`src/rtl/cg4b5b_pkg.sv`:
```
package cg4b5b_pkg;

   localparam logic [4:0] CG_IDLE = 5'b11111;
   localparam logic [4:0] CG_J    = 5'b11000;
   localparam logic [4:0] CG_K    = 5'b10001;
   localparam logic [4:0] CG_T    = 5'b01101;
   localparam logic [4:0] CG_R    = 5'b00111;
   localparam logic [4:0] CG_HALT = 5'b00100;

   typedef enum logic [1:0] {
      FR_IDLE,
      FR_K,
      FR_DATA,
      FR_R
   } frame_st_t;

   typedef enum logic [2:0] {
      SEL_IDLE,
      SEL_J,
      SEL_K,
      SEL_DATA,
      SEL_HALT,
      SEL_T,
      SEL_R,
      SEL_RAW
   } cg_sel_t;

endpackage

```
`src/rtl/cg_data_map.sv`:
```
module cg_data_map
   import cg4b5b_pkg::*;
#(
   parameter int NIBBLE_W = 4,
   parameter int CODE_W   = 5
) (
   input  logic [NIBBLE_W-1:0] nibble,
   output logic [CODE_W-1:0]   code
);

   if (NIBBLE_W != 4 || CODE_W != 5) begin : g_bad_width
      $error("cg_data_map: 4B5B mapping needs NIBBLE_W=4 and CODE_W=5");
   end

   always_comb begin
      case (nibble)
         4'h0: code = 5'b11110;
         4'h1: code = 5'b01001;
         4'h2: code = 5'b10100;
         4'h3: code = 5'b10101;
         4'h4: code = 5'b01010;
         4'h5: code = 5'b01011;
         4'h6: code = 5'b01110;
         4'h7: code = 5'b01111;
         4'h8: code = 5'b10010;
         4'h9: code = 5'b10011;
         4'hA: code = 5'b10110;
         4'hB: code = 5'b10111;
         4'hC: code = 5'b11010;
         4'hD: code = 5'b11011;
         4'hE: code = 5'b11100;
         default: code = 5'b11101;
      endcase
   end

endmodule

```
`src/rtl/cg_frame_ctl.sv`:
```
module cg_frame_ctl
   import cg4b5b_pkg::*;
(
   input  logic      clk,
   input  logic      rst_n,
   input  logic      tx_en,
   input  logic      tx_er,
   input  logic      bypass,
   output cg_sel_t   sel,
   output frame_st_t state
);

   frame_st_t state_d;

   always_comb begin
      state_d = state;
      sel     = SEL_IDLE;
      if (bypass) begin
         sel     = SEL_RAW;
         state_d = FR_IDLE;
      end else begin
         case (state)
            FR_IDLE: begin
               if (tx_en) begin
                  sel     = SEL_J;
                  state_d = FR_K;
               end
            end
            FR_K: begin
               sel     = SEL_K;
               state_d = FR_DATA;
            end
            FR_DATA: begin
               if (tx_en) begin
                  sel = tx_er ? SEL_HALT : SEL_DATA;
               end else begin
                  sel     = SEL_T;
                  state_d = FR_R;
               end
            end
            default: begin
               sel     = SEL_R;
               state_d = FR_IDLE;
            end
         endcase
      end
   end

   always_ff @(posedge clk) begin
      if (!rst_n) state <= FR_IDLE;
      else        state <= state_d;
   end

   // the K state is only ever entered from idle
   p_k_from_idle_r2: assert property (@(posedge clk) disable iff (!rst_n)
      (state == FR_K) |-> ($past(state) == FR_IDLE));

   // the R state is always left for idle after one cycle
   p_r_one_cycle_r5: assert property (@(posedge clk) disable iff (!rst_n)
      (state == FR_R) |=> (state == FR_IDLE));

endmodule

```
`src/rtl/tx_cg_encoder.sv`:
```
module tx_cg_encoder
   import cg4b5b_pkg::*;
#(
   parameter int NIBBLE_W  = 4,
   parameter int CODE_W    = 5,
   parameter bit BYPASS_EN = 1'b1
) (
   input  logic                clk,
   input  logic                rst_n,
   input  logic [NIBBLE_W-1:0] tx_nibble,
   input  logic                tx_en,
   input  logic                tx_er,
   input  logic                bypass,
   output logic [CODE_W-1:0]   cg_out
);

   localparam int PAD_W = CODE_W - NIBBLE_W;

   if (PAD_W != 1) begin : g_bad_pad
      $error("tx_cg_encoder: code-group must be one bit wider than the nibble");
   end

   logic              byp_eff;
   logic [CODE_W-1:0] data_code;
   logic [CODE_W-1:0] raw_code;
   logic [CODE_W-1:0] cg_q;
   cg_sel_t           sel;
   frame_st_t         fr_state;

   if (BYPASS_EN) begin : g_bypass
      assign byp_eff = bypass;
   end else begin : g_no_bypass
      logic unused_byp;
      assign unused_byp = bypass;
      assign byp_eff    = 1'b0;
   end

   assign raw_code = {{PAD_W{1'b0}}, tx_nibble};

   cg_data_map #(.NIBBLE_W(NIBBLE_W), .CODE_W(CODE_W)) u_map (
      .nibble (tx_nibble),
      .code   (data_code)
   );

   cg_frame_ctl u_ctl (
      .clk    (clk),
      .rst_n  (rst_n),
      .tx_en  (tx_en),
      .tx_er  (tx_er),
      .bypass (byp_eff),
      .sel    (sel),
      .state  (fr_state)
   );

   always_ff @(posedge clk) begin
      if (!rst_n) begin
         cg_q <= CG_IDLE;
      end else begin
         case (sel)
            SEL_J:    cg_q <= CG_J;
            SEL_K:    cg_q <= CG_K;
            SEL_DATA: cg_q <= data_code;
            SEL_HALT: cg_q <= CG_HALT;
            SEL_T:    cg_q <= CG_T;
            SEL_R:    cg_q <= CG_R;
            SEL_RAW:  cg_q <= raw_code;
            default:  cg_q <= CG_IDLE;
         endcase
      end
   end

   assign cg_out = cg_q;

   p_jk_pair_r2: assert property (@(posedge clk) disable iff (!rst_n)
      (cg_out == CG_J && !byp_eff) |=> (cg_out == CG_K));

   p_halt_r4: assert property (@(posedge clk) disable iff (!rst_n)
      (fr_state == FR_DATA && tx_en && tx_er && !byp_eff) |=> (cg_out == CG_HALT));

   p_tr_pair_r5: assert property (@(posedge clk) disable iff (!rst_n)
      (cg_out == CG_T && !$past(byp_eff) && !byp_eff) |=> (cg_out == CG_R));

   p_idle_fill_r6: assert property (@(posedge clk) disable iff (!rst_n)
      (fr_state == FR_IDLE && !tx_en && !byp_eff) |=> (cg_out == CG_IDLE));

   p_raw_pass_r7: assert property (@(posedge clk) disable iff (!rst_n)
      byp_eff |=> (cg_out == {{PAD_W{1'b0}}, $past(tx_nibble)}));

endmodule

```
`config.mk`:
```
export PLATFORM = sky130hd
export DESIGN_NAME = tx_cg_encoder
export DESIGN_NICKNAME = d
export VERILOG_FILES = /design/src/rtl/cg4b5b_pkg.sv /design/src/rtl/cg_data_map.sv /design/src/rtl/cg_frame_ctl.sv /design/src/rtl/tx_cg_encoder.sv
export SDC_FILE = /design/constraint.sdc
export NUM_CORES = 1
export LEC_CHECK = 0
export CAP_MARGIN = 30
export CORE_MARGIN = 5
export CORE_UTILIZATION = 40
export CTS_BUF_LIST = sky130_fd_sc_hd__clkbuf_4 sky130_fd_sc_hd__clkbuf_8
export CTS_CLUSTER_DIAMETER = 120
export CTS_CLUSTER_SIZE = 30
export DETAILED_ROUTE_END_ITERATION = 8
export PLACE_DENSITY = 0.64
export SLEW_MARGIN = 20
export SYNTH_ARGS = -nofsm -noshare
export SYNTH_HDL_FRONTEND = slang
export SYNTH_SLANG_ARGS = --single-unit
```
`constraint.sdc`:
```
create_clock -name clk -period 2.1 [get_ports clk]
set_input_delay 0.42 -clock clk [delete_from_list [all_inputs] [get_ports clk]]
set_output_delay 0.42 -clock clk [all_outputs]
set_load 0.05 [all_outputs]
```
==> flow_results.xml <==
<?xml version="1.0" encoding="UTF-8"?>
<metrics>
  <group name="critical_path">
    <metric name="critPathLaunchType" unit="">input port</metric>
    <metric name="end_kind" unit="">flip-flop</metric>
    <metric name="timing.setup.critical_path_class" unit="">in -&gt; reg</metric>
    <metric name="worstPathRequired" unit="ps">2260</metric>
    <metric name="worst_reg2reg_setup_slack" unit="ps">310</metric>
    <metric name="cp_max_fo" unit="">5</metric>
    <metric name="critical_path_arrival" unit="ps">1960</metric>
  </group>
  <group name="detailed_routing">
    <metric name="post_detailed_route_via_to_cell_ratio" unit="">5.39</metric>
    <metric name="wirelength" unit="um">1200</metric>
    <metric name="firstDrtPassIters" unit="">4</metric>
    <metric name="ant_nets" unit="">0</metric>
    <metric name="post_drt_wl_per_cell" unit="um">11.4</metric>
    <metric name="drt_first_iter_violations" unit="">19</metric>
    <metric name="vias" unit="">566</metric>
    <metric name="drc" unit="">0</metric>
  </group>
  <group name="cells_and_area">
    <metric name="drive_above_1_share" unit="%">15.6</metric>
    <metric name="fin_nets" unit="">103</metric>
    <metric name="relative_area_change_from_synthesis_to_final_layout" unit="%">43.1</metric>
    <metric name="finalCoreUtilization" unit="%">58.6</metric>
    <metric name="antenna_cells" unit="">0</metric>
    <metric name="layout.cell_area.non_filler" unit="um2">743</metric>
    <metric name="fill_cells" unit="">137</metric>
  </group>
  <group name="placement">
    <metric name="gpl.final_weighted_congestion" unit="">0.790</metric>
    <metric name="port_buffers" unit="">13</metric>
    <metric name="placed_area" unit="um2">713</metric>
    <metric name="place_hpwl" unit="um">973</metric>
  </group>
  <group name="clocking">
    <metric name="cts-hold-fix-buffers" unit="">0</metric>
    <metric name="clock_path_buffers" unit="">2</metric>
    <metric name="cts_repair_resize_count" unit="">0</metric>
    <metric name="cts.sinks" unit="">7</metric>
    <metric name="cts.reportedPaths.clkPinSlew" unit="ps">50</metric>
    <metric name="h-tree-depth" unit="">1</metric>
    <metric name="numCtsBuffers" unit="">3</metric>
    <metric name="post_cts_buffers" unit="">0</metric>
    <metric name="cts_root_buf" unit="">clkbuf_4</metric>
    <metric name="tritoncts" unit="">built</metric>
    <metric name="clock_latency" unit="ps">240</metric>
  </group>
  <group name="yosys">
    <metric name="yosys-top-cells-area" unit="">dfxtp_1, ha_1, a21oi_1</metric>
    <metric name="yosys.area.top_type" unit="">dfxtp_1</metric>
    <metric name="yosysUniqueCellTypes" unit="">30</metric>
    <metric name="netlist_area" unit="um2">519</metric>
    <metric name="post-synth-top-area-fraction" unit="%">27.0</metric>
    <metric name="synthesis.nets" unit="">79</metric>
    <metric name="synthesis.area_per_instance" unit="um2">7.75</metric>
    <metric name="yosysWarningCount" unit="">0</metric>
    <metric name="synthesis.instances" unit="">67</metric>
    <metric name="yosys_register_bits" unit="">7</metric>
    <metric name="synth_seq_area_share" unit="%">27.0</metric>
  </group>
  <group name="sta">
    <metric name="period_needed" unit="ps">1800</metric>
    <metric name="achievable-frequency" unit="GHz">0.555</metric>
    <metric name="hold_violations" unit="">0</metric>
    <metric name="clock_skew" unit="ps">2.19</metric>
    <metric name="worst_hold_slack" unit="ps">535</metric>
    <metric name="report.final.slew_viol_count" unit="">0</metric>
    <metric name="worst-slew-pin-transition" unit="ps">497</metric>
    <metric name="final_min_period_over_clock_period" unit="%">85.8</metric>
    <metric name="setup_viol" unit="">0</metric>
    <metric name="setup_total_negative_slack" unit="ps">0</metric>
    <metric name="grt_setup_unrepaired" unit="">false</metric>
    <metric name="timing.slew.headroom" unit="%">66.8</metric>
  </group>
  <group name="worst_hold_path">
    <metric name="min-delay-path-class" unit="">reg -&gt; reg</metric>
  </group>
  <group name="grt">
    <metric name="wire_length_of_the_first_global_routing_pass" unit="um">2080</metric>
    <metric name="number_of_global_route_vias_before_repair" unit="">481</metric>
    <metric name="pin_count_of_the_biggest_net_entering_global_routing" unit="">10</metric>
    <metric name="gr-usage-all-layers" unit="%">13.7</metric>
    <metric name="number_of_antenna_violations_at_the_first_check_in_global_routing" unit="">0</metric>
    <metric name="total_congestion_overflow_after_global_routing" unit="">0</metric>
  </group>
  <group name="floorplan">
    <metric name="core_area" unit="um2">1270</metric>
    <metric name="dieArea" unit="um2">2120</metric>
    <metric name="die-height" unit="um">46.0</metric>
    <metric name="rows" unit="">13</metric>
    <metric name="start_util" unit="%">40.9</metric>
    <metric name="die-width" unit="um">46.0</metric>
    <metric name="ios" unit="">14</metric>
  </group>
  <group name="status">
    <metric name="status" unit="">finished clean</metric>
  </group>
  <group name="pwr">
    <metric name="p_total" unit="uW">416</metric>
    <metric name="max_vdd_drop" unit="uV">198</metric>
    <metric name="power.density" unit="nW/um2">560</metric>
    <metric name="power_leakage" unit="uW">0.000297</metric>
  </group>
  <group name="job">
    <metric name="drv_cap" unit="">0</metric>
  </group>
</metrics>
critical path, cell delays in order:
cell,delay (ps)
clkdlybuf4s50_1,410
or2_4,270
or3_4,410
or3_1,370
o221ai_1,80
kinds of logic (layout without fill, tap and decap cells):
group | Yosys count | after routing | synth area share [%]
AND/OR/NAND/NOR | 29 | 29 | 32.1
AO/OA/AOI/OAI | 20 | 20 | 25.8
flip-flops | 7 | 7 | 27.0
buffers and inverters | 7 | 30 | 5.78
adder cells (fa/ha/maj) | 3 | 3 | 7.23
multiplexers | 1 | 1 | 2.17
Yosys cell counts:
cell,n
dfxtp_1,7
a21oi_1,6
inv_1,6
nor3_1,6
nor2_1,5
nand2_1,4
ha_1,3
nand2b_1,3
o21ai_1,3
nand3_1,2
o211ai_1,2
o311ai_1,2
a21o_1,1
a22oi_1,1
a311oi_1,1
a31o_1,1
and3b_1,1
and4bb_1,1
buf_4,1
mux2_2,1
nor2b_1,1
nor4_1,1
o221ai_1,1
o22a_1,1
o22ai_1,1
or2_1,1
or2_4,1
or3_1,1
or3_4,1
or4_1,1
cell type report:
cell class                      instances  area, um2  area share (%)
Timing Repair Buffer                   20        183            24.6
Clock buffer                            4       30.0            4.04
Tap cell                               15       18.8            2.53
Inverter                                6       22.5            3.03
Sequential cell                         7        140            18.9
Multi-Input combinational cell         53        349            47.0
state kept, by name, indices dropped and copies added (netlist names):
| register | count |
|---|---|
| u_ctl.state | 2 |
| cg_out | 5 |
stage by stage:
stage               setup slack (ps)  std cells
floorplan                        313         67
global placement                60.7        101
detailed placement              42.8        101
CTS                              307        105
global route                     219        105
finish                           299        105
power breakdown:
group	internal (uW)	leakage (uW)	switching, uW
clock	85.1	0.0000184	45.1
combinational	63.3	0.000221	76.0
sequential	143	0.0000580	3.69
cell usage in the layout (no fill, tap or decap), types with 2 or more instances in the layout:
| cell | netlist | routed |
|---|---|---|
| nor2_1 | 5 | 5 |
| o21ai_1 | 3 | 3 |
| nand3_1 | 2 | 2 |
| buf_4 | 1 | 7 |
| clkdlybuf4s50_1 | 0 | 13 |
| dfxtp_1 | 7 | 7 |
| nand2b_1 | 3 | 3 |
| a21oi_1 | 6 | 6 |
| inv_1 | 6 | 6 |
| nand2_1 | 4 | 4 |
| o211ai_1 | 2 | 2 |
| clkbuf_4 | 0 | 4 |
| nor3_1 | 6 | 6 |
| o311ai_1 | 2 | 2 |
| ha_1 | 3 | 3 |
final timing paths:
check,endpoint,depth (start not counted),start
max,cg_out[1]$_SDFF_PN1_,5,bypass
min,u_ctl.state[1]$_SDFFE_PP0P_,2,u_ctl.state[1]$_SDFFE_PP0P_
max reg2reg,cg_out[1]$_SDFF_PN1_,6,u_ctl.state[0]$_SDFFE_PP0P_
min reg2reg,u_ctl.state[1]$_SDFFE_PP0P_,2,u_ctl.state[1]$_SDFFE_PP0P_
layer usage:
layer	track usage, %	part of all wire (%)
met5	0	0
met4	6.82	0
met3	3.56	7.2
met2	19.0	45
met1	19.1	48
No activity file was read; power rests on OpenSTA's default activity.
